[src/rtl/dmac_pkg.sv]
package dmac_pkg;

    localparam int HALF_W = 16;
    localparam int REG_W  = 2 * HALF_W;

    typedef enum logic {
        WB_HALF = 1'b0,
        WB_FULL = 1'b1
    } wb_width_e;

    localparam logic [1:0] MASK_LO   = 2'b01;
    localparam logic [1:0] MASK_HI   = 2'b10;
    localparam logic [1:0] MASK_BOTH = 2'b11;

    typedef struct packed {
        logic [1:0]       half;
        logic [REG_W-1:0] data;
    } wr_slot_t;

    typedef struct packed {
        logic [HALF_W-1:0] h16;
        logic [REG_W-1:0]  w32;
    } lane_res_t;

endpackage

[src/rtl/dmac_lane.sv]
module dmac_lane
    import dmac_pkg::*;
#(
    parameter int ACC_W = 40
) (
    input  logic                     clk,
    input  logic                     rst,
    input  logic                     acc_go,
    input  logic                     frac,
    input  logic [HALF_W-1:0]        opa,
    input  logic [HALF_W-1:0]        opb,
    output logic signed [ACC_W-1:0]  acc_q,
    output logic signed [ACC_W-1:0]  acc_nx
);
    localparam int PW = 2 * HALF_W;
    localparam logic [HALF_W-1:0] NEG_ONE = {1'b1, {(HALF_W-1){1'b0}}};
    localparam logic signed [PW-1:0] POS_MAX = {1'b0, {(PW-1){1'b1}}};

    logic signed [PW-1:0] ext_a, ext_b, raw, scaled;
    logic                 corner;

    always_comb begin
        ext_a  = PW'(signed'(opa));
        ext_b  = PW'(signed'(opb));
        raw    = ext_a * ext_b;
        corner = frac && (opa == NEG_ONE) && (opb == NEG_ONE);
        if (corner)
            scaled = POS_MAX;
        else if (frac)
            scaled = raw <<< 1;
        else
            scaled = raw;
        acc_nx = acc_go ? (acc_q + ACC_W'(scaled)) : acc_q;
    end

    always_ff @(posedge clk) begin
        if (rst)
            acc_q <= '0;
        else
            acc_q <= acc_nx;
    end
endmodule

[src/rtl/dmac_extract.sv]
module dmac_extract
    import dmac_pkg::*;
#(
    parameter int ACC_W = 40
) (
    input  logic signed [ACC_W-1:0] acc,
    input  logic                    frac,
    output lane_res_t               res
);
    localparam int XW = ACC_W + 1;
    localparam logic signed [XW-1:0] ONE   = XW'(1);
    localparam logic signed [XW-1:0] RND   = ONE <<< (HALF_W - 1);
    localparam logic signed [XW-1:0] H_MAX = (ONE <<< (HALF_W - 1)) - ONE;
    localparam logic signed [XW-1:0] H_MIN = -H_MAX - ONE;
    localparam logic signed [XW-1:0] W_MAX = (ONE <<< (REG_W - 1)) - ONE;
    localparam logic signed [XW-1:0] W_MIN = -W_MAX - ONE;

    logic signed [XW-1:0] wide_acc, rsum, rhi, sel;

    always_comb begin
        wide_acc = XW'(acc);
        rsum     = wide_acc + RND;
        rhi      = rsum >>> HALF_W;
        sel      = frac ? rhi : wide_acc;

        if (sel > H_MAX)
            res.h16 = H_MAX[HALF_W-1:0];
        else if (sel < H_MIN)
            res.h16 = H_MIN[HALF_W-1:0];
        else
            res.h16 = sel[HALF_W-1:0];

        if (wide_acc > W_MAX)
            res.w32 = W_MAX[REG_W-1:0];
        else if (wide_acc < W_MIN)
            res.w32 = W_MIN[REG_W-1:0];
        else
            res.w32 = wide_acc[REG_W-1:0];
    end
endmodule

[src/rtl/dmac_route.sv]
module dmac_route
    import dmac_pkg::*;
#(
    parameter int IDX_W = 3
) (
    input  logic             valid,
    input  wb_width_e        width,
    input  logic [1:0]       wb_en,
    input  logic [IDX_W-1:0] dst,
    input  lane_res_t        res0,
    input  lane_res_t        res1,
    output logic             err,
    output logic [1:0]       en,
    output logic [IDX_W-1:0] idx0,
    output logic [IDX_W-1:0] idx1,
    output wr_slot_t         slot0,
    output wr_slot_t         slot1
);
    logic pair, full;

    always_comb begin
        full = (width == WB_FULL);
        pair = full && (wb_en == 2'b11);
        err  = valid && pair && dst[0];
        en   = (valid && !err) ? wb_en : 2'b00;

        idx0 = dst;
        idx1 = pair ? {dst[IDX_W-1:1], 1'b1} : dst;

        if (full) begin
            slot0.half = MASK_BOTH;
            slot0.data = res0.w32;
            slot1.half = MASK_BOTH;
            slot1.data = res1.w32;
        end else begin
            slot0.half = MASK_LO;
            slot0.data = {{HALF_W{1'b0}}, res0.h16};
            slot1.half = MASK_HI;
            slot1.data = {res1.h16, {HALF_W{1'b0}}};
        end
    end
endmodule

[src/rtl/dmac_wb.sv]
module dmac_wb
    import dmac_pkg::*;
#(
    parameter int ACC_W = 40,
    parameter int NREG  = 8,
    localparam int IDX_W = $clog2(NREG)
) (
    input  logic             clk,
    input  logic             rst,
    input  logic             op_valid,
    input  logic             op_frac,
    input  logic [1:0]       op_acc_en,
    input  logic [1:0]       op_wb_en,
    input  logic             op_wide,
    input  logic [IDX_W-1:0] op_dst,
    input  logic [15:0]      src_a0,
    input  logic [15:0]      src_b0,
    input  logic [15:0]      src_a1,
    input  logic [15:0]      src_b1,
    output logic [1:0]       wr_en,
    output logic [IDX_W-1:0] wr_idx0,
    output logic [IDX_W-1:0] wr_idx1,
    output logic [1:0]       wr_half0,
    output logic [1:0]       wr_half1,
    output logic [31:0]      wr_data0,
    output logic [31:0]      wr_data1,
    output logic             op_err
);
    localparam int LANES = 2;

    logic [HALF_W-1:0]       opa [LANES];
    logic [HALF_W-1:0]       opb [LANES];
    logic signed [ACC_W-1:0] acc_cur [LANES];
    logic signed [ACC_W-1:0] acc_nxt [LANES];
    lane_res_t               res [LANES];
    logic [LANES-1:0]        go;
    wr_slot_t                slot0, slot1;
    wb_width_e               width;

    assign opa[0] = src_a0;
    assign opb[0] = src_b0;
    assign opa[1] = src_a1;
    assign opb[1] = src_b1;
    assign width  = wb_width_e'(op_wide);

    for (genvar g = 0; g < LANES; g++) begin : g_lane
        assign go[g] = op_valid && op_acc_en[g] && !op_err;

        dmac_lane #(.ACC_W(ACC_W)) lane_i (
            .clk    (clk),
            .rst    (rst),
            .acc_go (go[g]),
            .frac   (op_frac),
            .opa    (opa[g]),
            .opb    (opb[g]),
            .acc_q  (acc_cur[g]),
            .acc_nx (acc_nxt[g])
        );

        dmac_extract #(.ACC_W(ACC_W)) ext_i (
            .acc  (acc_nxt[g]),
            .frac (op_frac),
            .res  (res[g])
        );
    end

    dmac_route #(.IDX_W(IDX_W)) route_i (
        .valid (op_valid),
        .width (width),
        .wb_en (op_wb_en),
        .dst   (op_dst),
        .res0  (res[0]),
        .res1  (res[1]),
        .err   (op_err),
        .en    (wr_en),
        .idx0  (wr_idx0),
        .idx1  (wr_idx1),
        .slot0 (slot0),
        .slot1 (slot1)
    );

    assign wr_half0 = slot0.half;
    assign wr_data0 = slot0.data;
    assign wr_half1 = slot1.half;
    assign wr_data1 = slot1.data;
endmodule

[config.mk]
export PLATFORM = sky130hd
export DESIGN_NAME = dmac_wb
export DESIGN_NICKNAME = d
export VERILOG_FILES = /design/src/rtl/dmac_pkg.sv /design/src/rtl/dmac_lane.sv /design/src/rtl/dmac_extract.sv /design/src/rtl/dmac_route.sv /design/src/rtl/dmac_wb.sv
export SDC_FILE = /design/constraint.sdc
export NUM_CORES = 2
export LEC_CHECK = 0
export CAP_MARGIN = 20
export CORE_MARGIN = 5
export CORE_UTILIZATION = 61
export CTS_CLUSTER_DIAMETER = 120
export CTS_CLUSTER_SIZE = 40
export DETAILED_ROUTE_END_ITERATION = 7
export PLACE_DENSITY = 0.81
export SLEW_MARGIN = 20
export SYNTH_ARGS = -nofsm -noshare
export SYNTH_HDL_FRONTEND = slang
export SYNTH_SLANG_ARGS = --single-unit
[constraint.sdc]
create_clock -name clk -period 29.3 [get_ports clk]
set_input_delay 7.325 -clock clk [delete_from_list [all_inputs] [get_ports clk]]
set_output_delay 7.325 -clock clk [all_outputs]
set_load 0.1 [all_outputs]
=== After elaboration in Yosys (flattened, before gate mapping) ===
Cells that the tools add are included.

* Register bits: 80
* Output and inout bits: 77
* RAM bits: 0
* Memories: 0
* Latch bits: 0
* Memory bits (read-only): 0

* Multiply operators: 2
* Order comparisons: 8
* Muxes and demuxes: 20
* Equal/unequal tests: 5
* Add/subtract/negate cells: 4
* Divide/modulo/power cells: 0
* Reduce and logical (&&, ||, !) cells: 13
* Bitwise logic cells: 0
* Shifts and indexed selects: 0

{| class="wikitable"
|+ Operators by type and width
! cell !! number
|-
| 32-bit 2-to-1 mux || 8
|-
| 40-bit by 17-bit adder with 41-bit output (second input constant) || 2
|-
| 41-bit by 16-bit > comparator with 1-bit output (second input constant) || 2
|-
| 41-bit by 16-bit less-than comparator with 1-bit output (second input constant) || 2
|-
| 41-bit 2-to-1 mux || 2
|-
| 40-bit by 32-bit adder with 40-bit output || 2
|-
| 40-bit by 32-bit > comparator with 1-bit output (second input constant) || 2
|-
| 40-bit by 32-bit less-than comparator with 1-bit output (second input constant) || 2
|-
| 40-bit 2-to-1 mux || 2
|-
| 16-bit == test (second input constant) || 4
|-
| 16-bit by 16-bit multiplier with 32-bit output || 2
|-
| 16-bit 2-to-1 mux || 4
|-
| 34-bit 2-to-1 mux || 1
|-
| 33-bit 2-to-1 mux || 1
|-
| 1-bit logical AND || 12
|-
| 2-bit == test (second input constant) || 1
|-
| 2-bit 2-to-1 mux || 1
|-
| 1-bit zero test || 1
|-
| 1-bit 2-to-1 mux || 1
|}

=== Longest topological paths before layout ===
* Depth after elaboration: 13
* Gate-level depth with buffers: 51
* Mapped depth without buffers: 47

=== Modules after synthesis ===
From an unflattened synthesis, not the netlist that was laid out.

* Cells, all modules: 3817
* Area, all modules: 31823.0 um2

{| class="wikitable"
|+ Modules (own cells, without submodules)
! module !! instances !! cells each !! area each (um2) !! sequential area each (um2)
|-
| dmac_lane at g_lane[0].lane_i || 1 || 1639 || 14142.3 || 800.8
|-
| dmac_lane at g_lane[1].lane_i || 1 || 1608 || 13885.8 || 800.8
|-
| dmac_extract || 2 || 240 || 1531.5 || 0.0
|-
| dmac_route || 1 || 88 || 714.4 || 0.0
|-
| dmac_wb || 1 || 2 || 17.5 || 0.0
|}

=== Worst setup path after synthesis ===
Ideal clock, no wire load.

* Kind: in2out
* From: input src_b1[9]
* To: output wr_data1[20]
* Data required time: 21975 ps
* Slack: 3098 ps
* Arrival time: 18877 ps
* Cell stages on the path: 46
* Path through: clkbuf_1 > clkbuf_1 > nand2_1 > fa_1 > inv_1 > fa_1 > fa_1 > fa_1 > fa_1 > inv_1 > fa_1 > inv_1 > ha_1 > a21oi_1 > o21ai_0 > a211oi_1 > a21oi_1 > a21o_1 > [... 10 more ...] > nand2_1 > ha_1 > a21oi_1 > o21ai_0 > a31oi_1 > o31a_1 > clkbuf_1 > nor4b_1 > mux2i_1 > xnor2_2 > o21ai_2 > or4_1 > a31oi_2 > o211ai_1 > o31a_1 > buf_4 > a211o_1 > a21oi_1

* Word-level cells in the longest chain between the ends: 11
* Elaborated cells on any way between the ends: 18
* Classes of those cells: add/sub: 2; mul: 1; order compare: 4; eq/ne: 1; mux: 9; reduce/logical: 1

{| class="wikitable"
|+ Ends and longest elaborated chain
! what !! RTL line !! text
|-
| start: declaration || dmac_wb.sv:19 || <nowiki>input logic [15:0] src_b1,</nowiki>
|-
| 16-bit by 16-bit multiplier with 32-bit output / 16-bit == test (equally long branches) || dmac_lane.sv:25, dmac_lane.sv:26 ||
|-
| 32-bit 2-to-1 mux / 1-bit logical AND (equally long branches) || dmac_lane.sv:29, dmac_lane.sv:26 ||
|-
| 32-bit 2-to-1 mux (*) || dmac_lane.sv:27 || <nowiki>if (corner)</nowiki>
|-
| 40-bit by 32-bit adder with 40-bit output (*) || dmac_lane.sv:33 || <nowiki>acc_nx = acc_go ? (acc_q + ACC_W'(scaled)) : acc_q;</nowiki>
|-
| 40-bit 2-to-1 mux (*) || dmac_lane.sv:33 ||
|-
| 40-bit by 17-bit adder with 41-bit output || dmac_extract.sv:22 || <nowiki>rsum = wide_acc + RND;</nowiki>
|-
| 41-bit 2-to-1 mux || dmac_extract.sv:24 || <nowiki>sel = frac ? rhi : wide_acc;</nowiki>
|-
| 41-bit by 16-bit less-than comparator with 1-bit output || dmac_extract.sv:28 || <nowiki>else if (sel < H_MIN)</nowiki>
|-
| 16-bit 2-to-1 mux || dmac_extract.sv:28 ||
|-
| 16-bit 2-to-1 mux || dmac_extract.sv:26 || <nowiki>if (sel > H_MAX)</nowiki>
|-
| 33-bit 2-to-1 mux (*) || dmac_route.sv:30 || <nowiki>if (full) begin</nowiki>
|-
| end: declaration || dmac_wb.sv:26 || <nowiki>output logic [31:0] wr_data1,</nowiki>
|}

Every way passes the cells marked *; elsewhere a longest branch is shown, timed or not.

=== Worst setup path after layout ===
* From: input src_b1[7]
* To: output wr_data1[19]

The elaborated chain is that of the path after synthesis.

==> results.json <==
{
  "vias_per_cell": 5.90,
  "grt_max_degree": 81,
  "n_antenna_cell": 0,
  "area_growth_pct": 6.43,
  "hpwl_um": 66200,
  "port_buffers": 144,
  "largest_register_ffs": 80,
  "synth.distinct_cells": 115,
  "yosys_warnings": 0,
  "cp_top_family": "compound AO/OA/AOI/OAI gates",
  "cts_tree": "done",
  "arrival_ns": 20.54,
  "yosysSeqAreaShare": 0.0506,
  "worst_pin_slew_ns": 1.02,
  "clk_pin_slew_worst_paths_ns": 0.06,
  "cts_buffers": 9,
  "worstRegToRegCells": 11,
  "hold_violations": 0,
  "largest-register": "g_lane.lane_i.acc_q",
  "path_class": "in -> out",
  "critPathBufInv": 5,
  "pin_count": 153,
  "synthFlopType": "dfxtp_1",
  "grt_setup_unrepaired": "no",
  "cts_setup_buffers": 0,
  "fillers": 4392,
  "finalMaxSlewViolations": 0,
  "wl_um": 82100,
  "ys_async_sr_fraction": 0,
  "fp.dieArea_um2": 56500,
  "syn_inst": 3954,
  "top_regs": "g_lane.lane_i.acc_q: 80 flops",
  "min_path_type": "reg -> reg",
  "final_util": 0.655,
  "max_stage_delay_ns": 1.17,
  "max_freq_mhz": 35.9,
  "drive_gt1_frac": 0.0311,
  "drc": 0,
  "fp.dieW_um": 238,
  "clkLatencyLatePin_ns": 0.36,
  "post-route-min-period_ns": 27.86,
  "antenna_found_initial": 2,
  "avgSynthCellArea_um2": 8.01,
  "finalNetCount": 4786,
  "start_util": 0.616,
  "path_max_fanout": 17,
  "cp-end-kind": "output port",
  "synth_edf_count": 0,
  "grt_pass1_wl_um": 137000,
  "layout.cells.non_filler": 4630,
  "skew_ns": 0.0164,
  "setup_tns_ns": 0,
  "ctsRootBufferMaster": "clkbuf_16",
  "cap_violations": 0,
  "cts_hold_buf": 0,
  "die_y_um": 238,
  "gp_congestion": 0.938,
  "drt-pass1-iter-count": 5,
  "core_um2": 51400,
  "cts.sinks": 80,
  "fin_crit_sh": 0.951,
  "numPlacedInstances": 4614,
  "htree_levels": 3,
  "ys_ff_latch": 80,
  "cp.required_ns": 21.98,
  "cts_resized": 0,
  "crit_path_top_delay_cell": "clkdlybuf4s50_1",
  "postRouteAntennaNets": 0,
  "max_slew_margin": 0.320,
  "grt-ovfl-total": 0,
  "vias": 27300,
  "status": "finished clean",
  "cp-start-kind": "primary input",
  "cts_max_path_buffers": 2,
  "row_count": 83,
  "wl_per_cell_um": 17.7,
  "grt_pass1_vias": 27469,
  "hold_path_depth": 2,
  "groute.usage.overall": 0.291,
  "initialDrtViolationCount": 1892,
  "crit_cells": 44,
  "setup_viol": 0,
  "syn-cell-area_um2": 31700
}
==> cell families (layout without fill, tap and decap cells) <==
| group | Yosys count | count (layout) | share of synthesized area |
|---|---|---|---|
| simple gates | 1363 | 1363 | 0.214 |
| buf+inv | 862 | 857 | 0.105 |
| fa+ha+maj | 765 | 765 | 0.427 |
| compound gates | 687 | 687 | 0.146 |
| xor+xnor | 147 | 147 | 0.0411 |
| flops | 80 | 80 | 0.0506 |
| mux | 49 | 49 | 0.0162 |
| other cells | 1 | 2 | 0.000118 |
==> final timing paths <==
| check | slack (ns) | startpoint | end |
|---|---|---|---|
| min reg2reg | 0.57 | g_lane[1].lane_i.acc_q[0]$_SDFF_PP0_ | g_lane[1].lane_i.acc_q[0]$_SDFF_PP0_ |
| min | 0.57 | g_lane[1].lane_i.acc_q[0]$_SDFF_PP0_ | g_lane[1].lane_i.acc_q[0]$_SDFF_PP0_ |
| max reg2reg | 25.37 | g_lane[0].lane_i.acc_q[8]$_SDFF_PP0_ | g_lane[0].lane_i.acc_q[39]$_SDFF_PP0_ |
| max | 1.44 | src_b1[7] | wr_data1[19] |
==> worst register-to-register path: stages, from the launching register on <==
cell and delay (ns):
dfxtp_1 0.32, ha_1 0.37, a21o_1 0.20, a221o_1 0.36, a21boi_1 0.18, o211a_1 0.47, o22ai_1 0.25, or4b_2 0.67
nand3_1 0.11, mux2i_1 0.09, xnor2_1 0.66, nor2_1 0.09
==> cell usage in the layout, fill, tap and decap left out, types with 8 or more instances in the layout <==
master           instances
inv_1                  673
fa_1                   526
nand2_1                434
nor2_1                 292
and2_1                 273
ha_1                   239
a21oi_1                209
clkdlybuf4s50_1        142
o21ai_0                109
xnor2_1                 89
dfxtp_1                 80
a21o_1                  57
xor2_1                  56
nand3_1                 54
nor3_1                  52
o211ai_1                43
mux2i_1                 43
nand4_1                 34
nand2b_1                33
and3_1                  33
a211oi_1                32
or3_1                   31
o21a_1                  31
nor2b_1                 24
buf_4                   24
a31oi_1                 22
nor4_1                  21
o21ai_1                 18
o21bai_1                17
or4_1                   14
nor3b_1                 10
or2_2                   10
o31a_1                   9
o211a_1                  9
clkbuf_16                9
o2111ai_1                8
a211o_1                  8
o31ai_1                  8
==> per-layer routing <==
metal  vias to the layer above  GRT usage  wire length (um)
li1                      12748          -                 -
met1                     13325      0.370             32500
met2                      1013      0.511             41300
met3                       212     0.0364              5060
met4                         2      0.106              3230
met5                         -          0                13
==> synth_stat cells, types with 18 or more instances <==
cell      number  share of area
o21a_1        31         0.0074
ha_1         239          0.094
inv_1        673          0.080
xnor2_1       89          0.025
dfxtp_1       80          0.051
nand2_1      434          0.051
nor2_1       292          0.035
nor3_1        52         0.0082
o21ai_1       18         0.0028
fa_1         526           0.33
clkbuf_1     143          0.017
and3_1        33         0.0065
or3_1         31         0.0061
xor2_1        56          0.015
mux2i_1       43          0.014
o211ai_1      43          0.010
a211oi_1      32         0.0076
nand3_1       55         0.0087
and2_1       273          0.054
o21ai_0      109          0.017
nand2b_1      33         0.0065
nand4_1       34         0.0067
a21o_1        57          0.014
nor4_1        21         0.0042
a21oi_1      209          0.033
a31oi_1       22         0.0043
nor2b_1       24         0.0047
==> layout make-up <==
type	instances	area (um2)	share of cell area
Tap cell	680	851	0.0253
Multi-Input combinational cell	3013	26800	0.794
Clock buffer	9	225	0.00668
Timing Repair Buffer	167	1610	0.0477
Sequential cell	80	1600	0.0475
Clock inverter	7	125	0.00371
Inverter	674	2530	0.0751
==> stage by stage <==
step / hold WS, ns / worst slack (ns) / area [um2]
after floorplan: 0.487 / 3.10 / 31700
after global placement: 0.534 / 1.66 / 33300
after detailed placement: 0.545 / 1.61 / 33300
after CTS: 0.564 / 1.57 / 33700
after global routing: 0.591 / 0.657 / 33700
final: 0.567 / 1.44 / 33700
Power is not shown: default switching activity piles up to over one toggle a cycle in this logic, so the estimate is an artifact.
